--- config.mk ---
export PLATFORM = sky130hd
export DESIGN_NAME = adc_trig_sched
export DESIGN_NICKNAME = d
export VERILOG_FILES = /design/src/rtl/adc_sched_pkg.sv /design/src/rtl/adc_sched_dp.sv /design/src/rtl/adc_sched_ctl.sv /design/src/rtl/adc_trig_sched.sv
export SDC_FILE = /design/constraint.sdc
export NUM_CORES = 1
export LEC_CHECK = 0
export CAP_MARGIN = 20
export CORE_UTILIZATION = 50
export CTS_CLUSTER_SIZE = 30
export DETAILED_ROUTE_END_ITERATION = 16
export GPL_ROUTABILITY_DRIVEN = 0
export GPL_TIMING_DRIVEN = 1
export HOLD_SLACK_MARGIN = 0.08
export PLACE_DENSITY = 0.68
export SLEW_MARGIN = 30
export SYNTH_ARGS = -nofsm -noshare
export SYNTH_HDL_FRONTEND = slang
export SYNTH_SLANG_ARGS = --single-unit
--- constraint.sdc ---
create_clock -name clk -period 3.3 [get_ports clk]
set_input_delay 0.66 -clock clk [delete_from_list [all_inputs] [get_ports clk]]
set_output_delay 0.66 -clock clk [all_outputs]
set_load 0.1 [all_outputs]
--- src/rtl/adc_sched_pkg.sv ---
package adc_sched_pkg;
  localparam int SLOTS   = 16;
  localparam int SLOT_W  = $clog2(SLOTS);
  localparam int EOC_N   = 2;
  localparam int TMR_N   = 4;
  localparam int PWM_N   = 8;
  localparam int SRC_NUM = 2 + EOC_N + TMR_N + PWM_N;
  localparam int SEL_W   = $clog2(SRC_NUM);
  localparam int CHAN_W  = 4;
  localparam int DIV_W   = 2;
  localparam int DLY_W   = 8;
  localparam int PRE_W   = 4;

  typedef struct packed {
    logic [SEL_W-1:0]  trigSel;
    logic [CHAN_W-1:0] chan;
    logic [DIV_W-1:0]  div;
    logic [DLY_W-1:0]  delay;
  } slotCfg_t;

  typedef enum logic [1:0] {
    SLOT_IDLE,
    SLOT_WAIT,
    SLOT_READY,
    SLOT_CONV
  } slotState_e;

  typedef struct packed {
    logic [SLOTS-1:0]  loadDly;
    logic [SLOTS-1:0]  stepDly;
    logic              grant;
    logic [SLOT_W-1:0] grantIdx;
  } ctlStrobe_t;
endpackage

--- src/rtl/adc_sched_dp.sv ---
module adc_sched_dp
  import adc_sched_pkg::*;
(
  input  logic                clk,
  input  logic                rstN,
  input  logic                cfgWe,
  input  logic [SLOT_W-1:0]   cfgSlot,
  input  slotCfg_t            cfgWord,
  input  logic                swStartWe,
  input  logic [SLOTS-1:0]    swStartMask,
  input  logic [SRC_NUM-1:0]  hwSrc,
  input  ctlStrobe_t          strobe,
  output logic [SLOTS-1:0]    fireVec,
  output logic [SLOTS-1:0]    zeroDly,
  output logic [SLOTS-1:0]    lastStep,
  output logic [SLOTS-1:0]    tickVec,
  output logic [CHAN_W-1:0]   convChan
);
  slotCfg_t           cfgMem [SLOTS];
  logic [DLY_W-1:0]   dlyCnt [SLOTS];
  logic [SRC_NUM-1:0] srcPrev;
  logic [SRC_NUM-1:0] srcRise;
  logic [PRE_W-1:0]   preCnt;
  logic [CHAN_W-1:0]  chanQ;

  function automatic logic tickFor(input logic [DIV_W-1:0] code, input logic [PRE_W-1:0] pre);
    case (code)
      2'd0:    tickFor = 1'b1;
      2'd1:    tickFor = pre[0];
      2'd2:    tickFor = &pre[1:0];
      default: tickFor = &pre[3:0];
    endcase
  endfunction

  assign srcRise = hwSrc & ~srcPrev;

  always_ff @(posedge clk) begin
    if (!rstN) begin
      srcPrev <= '0;
      preCnt  <= '0;
      chanQ   <= '0;
      for (int i = 0; i < SLOTS; i++) begin
        cfgMem[i] <= '0;
        dlyCnt[i] <= '0;
      end
    end else begin
      srcPrev <= hwSrc;
      preCnt  <= preCnt + 1'b1;
      if (cfgWe) cfgMem[cfgSlot] <= cfgWord;
      if (strobe.grant) chanQ <= cfgMem[strobe.grantIdx].chan;
      for (int i = 0; i < SLOTS; i++) begin
        if (strobe.loadDly[i])      dlyCnt[i] <= cfgMem[i].delay;
        else if (strobe.stepDly[i]) dlyCnt[i] <= dlyCnt[i] - 1'b1;
      end
    end
  end

  for (genvar g = 0; g < SLOTS; g++) begin : g_slot
    assign fireVec[g]  = srcRise[cfgMem[g].trigSel] | (swStartWe & swStartMask[g]);
    assign zeroDly[g]  = (cfgMem[g].delay == '0);
    assign lastStep[g] = (dlyCnt[g] <= DLY_W'(1));
    assign tickVec[g]  = tickFor(cfgMem[g].div, preCnt);
  end

  assign convChan = chanQ;
endmodule

--- src/rtl/adc_sched_ctl.sv ---
module adc_sched_ctl
  import adc_sched_pkg::*;
(
  input  logic              clk,
  input  logic              rstN,
  input  logic [SLOTS-1:0]  fireVec,
  input  logic [SLOTS-1:0]  zeroDly,
  input  logic [SLOTS-1:0]  lastStep,
  input  logic [SLOTS-1:0]  tickVec,
  input  logic              convDone,
  input  logic              ovfClrWe,
  input  logic [SLOTS-1:0]  ovfClrMask,
  output ctlStrobe_t        strobe,
  output logic              convStart,
  output logic [SLOT_W-1:0] convSlot,
  output logic              convBusy,
  output logic [SLOTS-1:0]  pendFlags,
  output logic [SLOTS-1:0]  ovfFlags,
  output logic              ovfAny
);
  slotState_e        st [SLOTS];
  logic [SLOTS-1:0]  readyVec, loadVec, stepVec, ovfQ;
  logic [SLOT_W-1:0] grantIdx, curSlot;
  logic              anyReady, grantGo, busyQ, startQ, doneHit;

  always_comb begin
    for (int i = 0; i < SLOTS; i++) begin
      readyVec[i]  = (st[i] == SLOT_READY);
      pendFlags[i] = (st[i] != SLOT_IDLE);
      loadVec[i]   = (st[i] == SLOT_IDLE) && fireVec[i] && !zeroDly[i];
      stepVec[i]   = (st[i] == SLOT_WAIT) && tickVec[i] && !lastStep[i];
    end
  end

  // lowest index wins
  always_comb begin
    grantIdx = '0;
    anyReady = 1'b0;
    for (int i = SLOTS - 1; i >= 0; i--) begin
      if (readyVec[i]) begin
        grantIdx = SLOT_W'(i);
        anyReady = 1'b1;
      end
    end
  end

  assign grantGo = !busyQ && anyReady;
  assign doneHit = busyQ && convDone;

  always_comb begin
    strobe.loadDly  = loadVec;
    strobe.stepDly  = stepVec;
    strobe.grant    = grantGo;
    strobe.grantIdx = grantIdx;
  end

  always_ff @(posedge clk) begin
    if (!rstN) begin
      busyQ   <= 1'b0;
      startQ  <= 1'b0;
      curSlot <= '0;
      ovfQ    <= '0;
      for (int i = 0; i < SLOTS; i++) st[i] <= SLOT_IDLE;
    end else begin
      startQ <= grantGo;
      if (grantGo) begin
        busyQ   <= 1'b1;
        curSlot <= grantIdx;
      end else if (doneHit) begin
        busyQ <= 1'b0;
      end
      for (int i = 0; i < SLOTS; i++) begin
        ovfQ[i] <= (ovfQ[i] & ~(ovfClrWe & ovfClrMask[i])) |
                   (fireVec[i] & (st[i] != SLOT_IDLE));
        case (st[i])
          SLOT_IDLE:  if (fireVec[i]) st[i] <= zeroDly[i] ? SLOT_READY : SLOT_WAIT;
          SLOT_WAIT:  if (tickVec[i] && lastStep[i]) st[i] <= SLOT_READY;
          SLOT_READY: if (grantGo && grantIdx == SLOT_W'(i)) st[i] <= SLOT_CONV;
          SLOT_CONV:  if (doneHit && curSlot == SLOT_W'(i)) st[i] <= SLOT_IDLE;
          default:    st[i] <= SLOT_IDLE;
        endcase
      end
    end
  end

  assign convStart = startQ;
  assign convSlot  = curSlot;
  assign convBusy  = busyQ;
  assign ovfFlags  = ovfQ;
  assign ovfAny    = |ovfQ;
endmodule

--- src/rtl/adc_trig_sched.sv ---
module adc_trig_sched
  import adc_sched_pkg::*;
(
  input  logic              clk,
  input  logic              rstN,
  input  logic              cfgWe,
  input  logic [SLOT_W-1:0] cfgSlot,
  input  logic [SEL_W-1:0]  cfgTrigSel,
  input  logic [CHAN_W-1:0] cfgChan,
  input  logic [DIV_W-1:0]  cfgDiv,
  input  logic [DLY_W-1:0]  cfgDelay,
  input  logic              swStartWe,
  input  logic [SLOTS-1:0]  swStartMask,
  input  logic              extStartPin,
  input  logic [EOC_N-1:0]  eocPulse,
  input  logic [TMR_N-1:0]  timerOvf,
  input  logic [PWM_N-1:0]  pwmTrig,
  output logic              convStart,
  output logic [CHAN_W-1:0] convChan,
  output logic [SLOT_W-1:0] convSlot,
  input  logic              convDone,
  output logic              convBusy,
  output logic [SLOTS-1:0]  pendFlags,
  input  logic              ovfClrWe,
  input  logic [SLOTS-1:0]  ovfClrMask,
  output logic [SLOTS-1:0]  ovfFlags,
  output logic              ovfAny
);
  slotCfg_t           cfgWord;
  ctlStrobe_t         strobe;
  logic [SRC_NUM-1:0] hwSrc;
  logic [SLOTS-1:0]   fireVec, zeroDly, lastStep, tickVec;

  assign cfgWord = '{trigSel: cfgTrigSel, chan: cfgChan, div: cfgDiv, delay: cfgDelay};
  // code 0 carries no hardware event
  assign hwSrc   = {pwmTrig, timerOvf, eocPulse, extStartPin, 1'b0};

  adc_sched_dp u_dp (
    .clk(clk), .rstN(rstN), .cfgWe(cfgWe), .cfgSlot(cfgSlot), .cfgWord(cfgWord),
    .swStartWe(swStartWe), .swStartMask(swStartMask), .hwSrc(hwSrc), .strobe(strobe),
    .fireVec(fireVec), .zeroDly(zeroDly), .lastStep(lastStep), .tickVec(tickVec),
    .convChan(convChan)
  );

  adc_sched_ctl u_ctl (
    .clk(clk), .rstN(rstN), .fireVec(fireVec), .zeroDly(zeroDly), .lastStep(lastStep),
    .tickVec(tickVec), .convDone(convDone), .ovfClrWe(ovfClrWe), .ovfClrMask(ovfClrMask),
    .strobe(strobe), .convStart(convStart), .convSlot(convSlot), .convBusy(convBusy),
    .pendFlags(pendFlags), .ovfFlags(ovfFlags), .ovfAny(ovfAny)
  );
endmodule

==> flow_summary.toml <==
[run_status]
status = "finished clean"

[routing]
drtIter0Drc = 2137
vias_per_cell = 5.99
drt-total-wl_mm = 70.9
drc = 0
routed-via-count = 19300
first_pass_iters = 6
wire_per_inst_um = 22.0
postRouteAntennaNets = 0

[placed_design]
postPlaceCellArea_mm2 = 0.0287
dp_hpwl_mm = 51.7
dp.cells = 3120
portBuffers = 117

[layout]
areaGrowthSynthToFinish_pct = 17.3
fin_area_mm2 = 0.0304
layout.nets = 2602
final_layout_size_suffix_gt1_frac = 0.153
fill_cells = 4152
stdcell_count = 3218

[setup_path]
critPathKind = "reg -> reg"
startpoint_type = "flop"
worstSetupEndpointType = "flop"
critPathTopFamily = "simple AND/OR/NAND/NOR gates"
cpPeakStageDelay_ns = 0.45
arrival_ns = 3.38
timing.critical_path.buf_inv = 1
cp_cell_sequence = "nor2b_2 -> o221ai_1 -> a211o_1 -> a211oi_2 -> buf_4 -> a21oi_2 -> nor2_2 -> nand2_1 -> nand4b_1"
required_ns = 3.60
cpMaxStageDelayCell = "edfxtp_1"
path_max_fanout = 8

[logic_synthesis]
synth_enable_flop_cells = 448
ys_seq_elements = 493
synth-seq-area-share = 0.554
yosys.area_share.adder = 0.0159
synth_area_mm2 = 0.0259
synth_top_family_by_area = "simple AND/OR/NAND/NOR gates"
synthFlopType = "edfxtp_1"
synth_compound_area_frac = 0.109
ys_types = 92
syn_area_per_cell_um2 = 11.4
synthXorXnorAreaFrac = 0.0324
async_flop_share = 0
yosys_warnings = 0
synthMuxAreaShare = 0.0561
synth_nets = 2373
syn_inst = 2265
synthSimpleGateAreaFrac = 0.207

[grt]
antenna_found_initial = 4
grt_overflow_total = 0
grt_pass1_vias = 18600
grtUsageTotal = 0.270
grt_max_degree = 36
grt_first_pass_wirelength_mm = 108

[power]
cellLeakagePower_nw = 11.0
vdd.ir_drop.worst_mv = 0.392
power_density_mw_per_mm2 = 578

[sta]
finalSetupViolCount = 0
skew_ns = 0.0252
period_share = 0.933
timing.final.crit_period_ns = 3.08
finalHoldViolations = 0
tightest_slew_ns = 0.885
max_freq_mhz = 325
rsz0062_at_grt = "false"
timing.slew.headroom = 0.408
whs_ns = 0.493
slew_viol_final = 0

[job]
maxCapViolCount = 0

[clocking]
clk_path_buf_depth = 3
cts_sinks = 493
cts-root-buf = "clkbuf_16"
cts_buffers = 52
cts_hold_buffers = 0
cts_tree = "yes"
cts_max_level = 2
cts_setup_buffers = 0
path_clk_slew_ns = 0.06
cts-resized-gates = 0
clk-insertion-delay-late_ns = 0.61

[floorplanning]
die_h_um = 230
die_w_um = 230
initial_core_util = 0.505
ios = 118
coreArea_mm2 = 0.0513
fp-row-count = 83
die-area_mm2 = 0.0528

[min_path]
holdCritPathClass = "reg -> reg"
## stage by stage
step	worst slack [ns]	power, W	util	setup TNS (ns)
after floorplan	0.175	0.0105	-	0
final	0.221	0.0176	0.593	0
after global routing	0.105	0.0182	0.593	0
after CTS	0.260	0.0176	0.592	0
after detailed placement	-0.276	0.0118	0.560	-21.68
after global placement	-0.283	0.0117	0.560	-15.50
## registers in the layout, indices dropped and copies added, names as in the netlist
name and cells:
u_ctl.convBusy 1, u_ctl.convSlot 4, u_ctl.convStart 1, u_ctl.ovfFlags 16, u_ctl.st 32, u_dp.cfgMem 288, u_dp.convChan 4, u_dp.dlyCnt 128
u_dp.preCnt 4, u_dp.srcPrev 15
## worst reg2reg max path, delay by kind of cell (launching register included)
| family | cells | cell delay, ns |
|---|---|---|
| AND/OR/NAND/NOR | 4 | 1.06 |
| AO/OA/AOI/OAI | 4 | 1.04 |
| flip-flops | 1 | 0.45 |
| buffers and inverters | 1 | 0.23 |
## routing by layer
layer	global-route usage	wire length [µm]	vias to the layer above
li1	-	-	8814
met1	0.365	29300	9517
met2	0.437	33200	807
met3	0.0428	5790	135
met4	0.103	2640	0
met5	0	0	-
## where the power goes
group | internal [W] | leakage [nW] | switching [W]
clock | 0.00340 | 0.811 | 0.00241
combinational | 0.00138 | 5.37 | 0.00242
sequential | 0.00747 | 4.81 | 0.000509
## final cells by class
| class | instances | area [µm²] | share of cell area |
|---|---|---|---|
| Clock inverter | 27 | 267 | 0.00877 |
| Inverter | 73 | 275 | 0.00905 |
| Timing Repair Buffer | 277 | 2320 | 0.0764 |
| Antenna cell | 3 | 7.51 | 0.000247 |
| Clock buffer | 68 | 1410 | 0.0465 |
| Multi-Input combinational cell | 1597 | 10900 | 0.359 |
| Tap cell | 680 | 851 | 0.0280 |
| Sequential cell | 493 | 14400 | 0.472 |
## cells by family (layout without fill, tap and decap cells)
| family | Yosys count | count (layout) |
|---|---|---|
| other | 0 | 3 |
| buffers and inverters | 175 | 445 |
| AND/OR/NAND/NOR | 990 | 990 |
| AO/OA/AOI/OAI | 397 | 397 |
| adder cells (fa/ha/maj) | 33 | 33 |
| XOR/XNOR | 96 | 96 |
| multiplexers | 81 | 81 |
| flip-flops | 493 | 493 |
## cell usage after synthesis, drive strengths merged, types with 5 or more instances
cell type | instances | share of area
nand4 | 14 | 0.0034
clkbuf | 78 | 0.011
ha | 33 | 0.016
o21ai | 124 | 0.024
nor2 | 225 | 0.034
a21oi | 43 | 0.0087
nor2b | 32 | 0.0087
a311oi | 6 | 0.0020
nand3 | 24 | 0.0046
or3 | 14 | 0.0034
and3 | 5 | 0.0012
a2bb2oi | 7 | 0.0024
o22ai | 5 | 0.0012
nand2b | 53 | 0.014
a21o | 7 | 0.0020
a22oi | 15 | 0.0043
buf | 24 | 0.0043
a211oi | 61 | 0.018
xnor2 | 62 | 0.021
a222oi | 8 | 0.0031
mux4 | 51 | 0.044
a221oi | 12 | 0.0052
and2 | 307 | 0.074
nor4 | 39 | 0.011
edfxtp | 448 | 0.52
or2 | 5 | 0.0012
xor2 | 34 | 0.011
nor4b | 9 | 0.0030
or4 | 31 | 0.0090
nand2 | 180 | 0.026
inv | 72 | 0.010
a31oi | 7 | 0.0017
o211ai | 9 | 0.0026
mux2i | 26 | 0.010
o2bb2ai | 40 | 0.014
nand3b | 6 | 0.0017
dfxtp | 45 | 0.035
nor3 | 37 | 0.0086
## path summary, 6_finish.rpt
path | start | slack, ns | cells past startpoint | endpoint
setup reg to reg | u_ctl.st[14][0]$_SDFFCE_PP0P_ | 0.22 | 9 | u_ctl.st[15][1]$_SDFFCE_PP0P_
hold reg to reg | u_ctl.ovfFlags[7]$_SDFF_PN0_ | 0.49 | 2 | u_ctl.ovfFlags[7]$_SDFF_PN0_
setup / recovery | u_ctl.st[14][0]$_SDFFCE_PP0P_ | 0.22 | 9 | u_ctl.st[15][1]$_SDFFCE_PP0P_
hold / removal | u_ctl.ovfFlags[7]$_SDFF_PN0_ | 0.49 | 2 | u_ctl.ovfFlags[7]$_SDFF_PN0_
## placed cells by master, fill, tap and decap left out, drive strengths merged, types with 53 or more instances in the layout
cell,n
edfxtp,448
nand2b,53
xnor2,62
nor2,225
nand2,180
a211oi,61
buf,204
o21ai,124
clkdlybuf4s50,73
and2,307
inv,73
clkbuf,68
No activity file was read; power rests on OpenSTA's default activity.
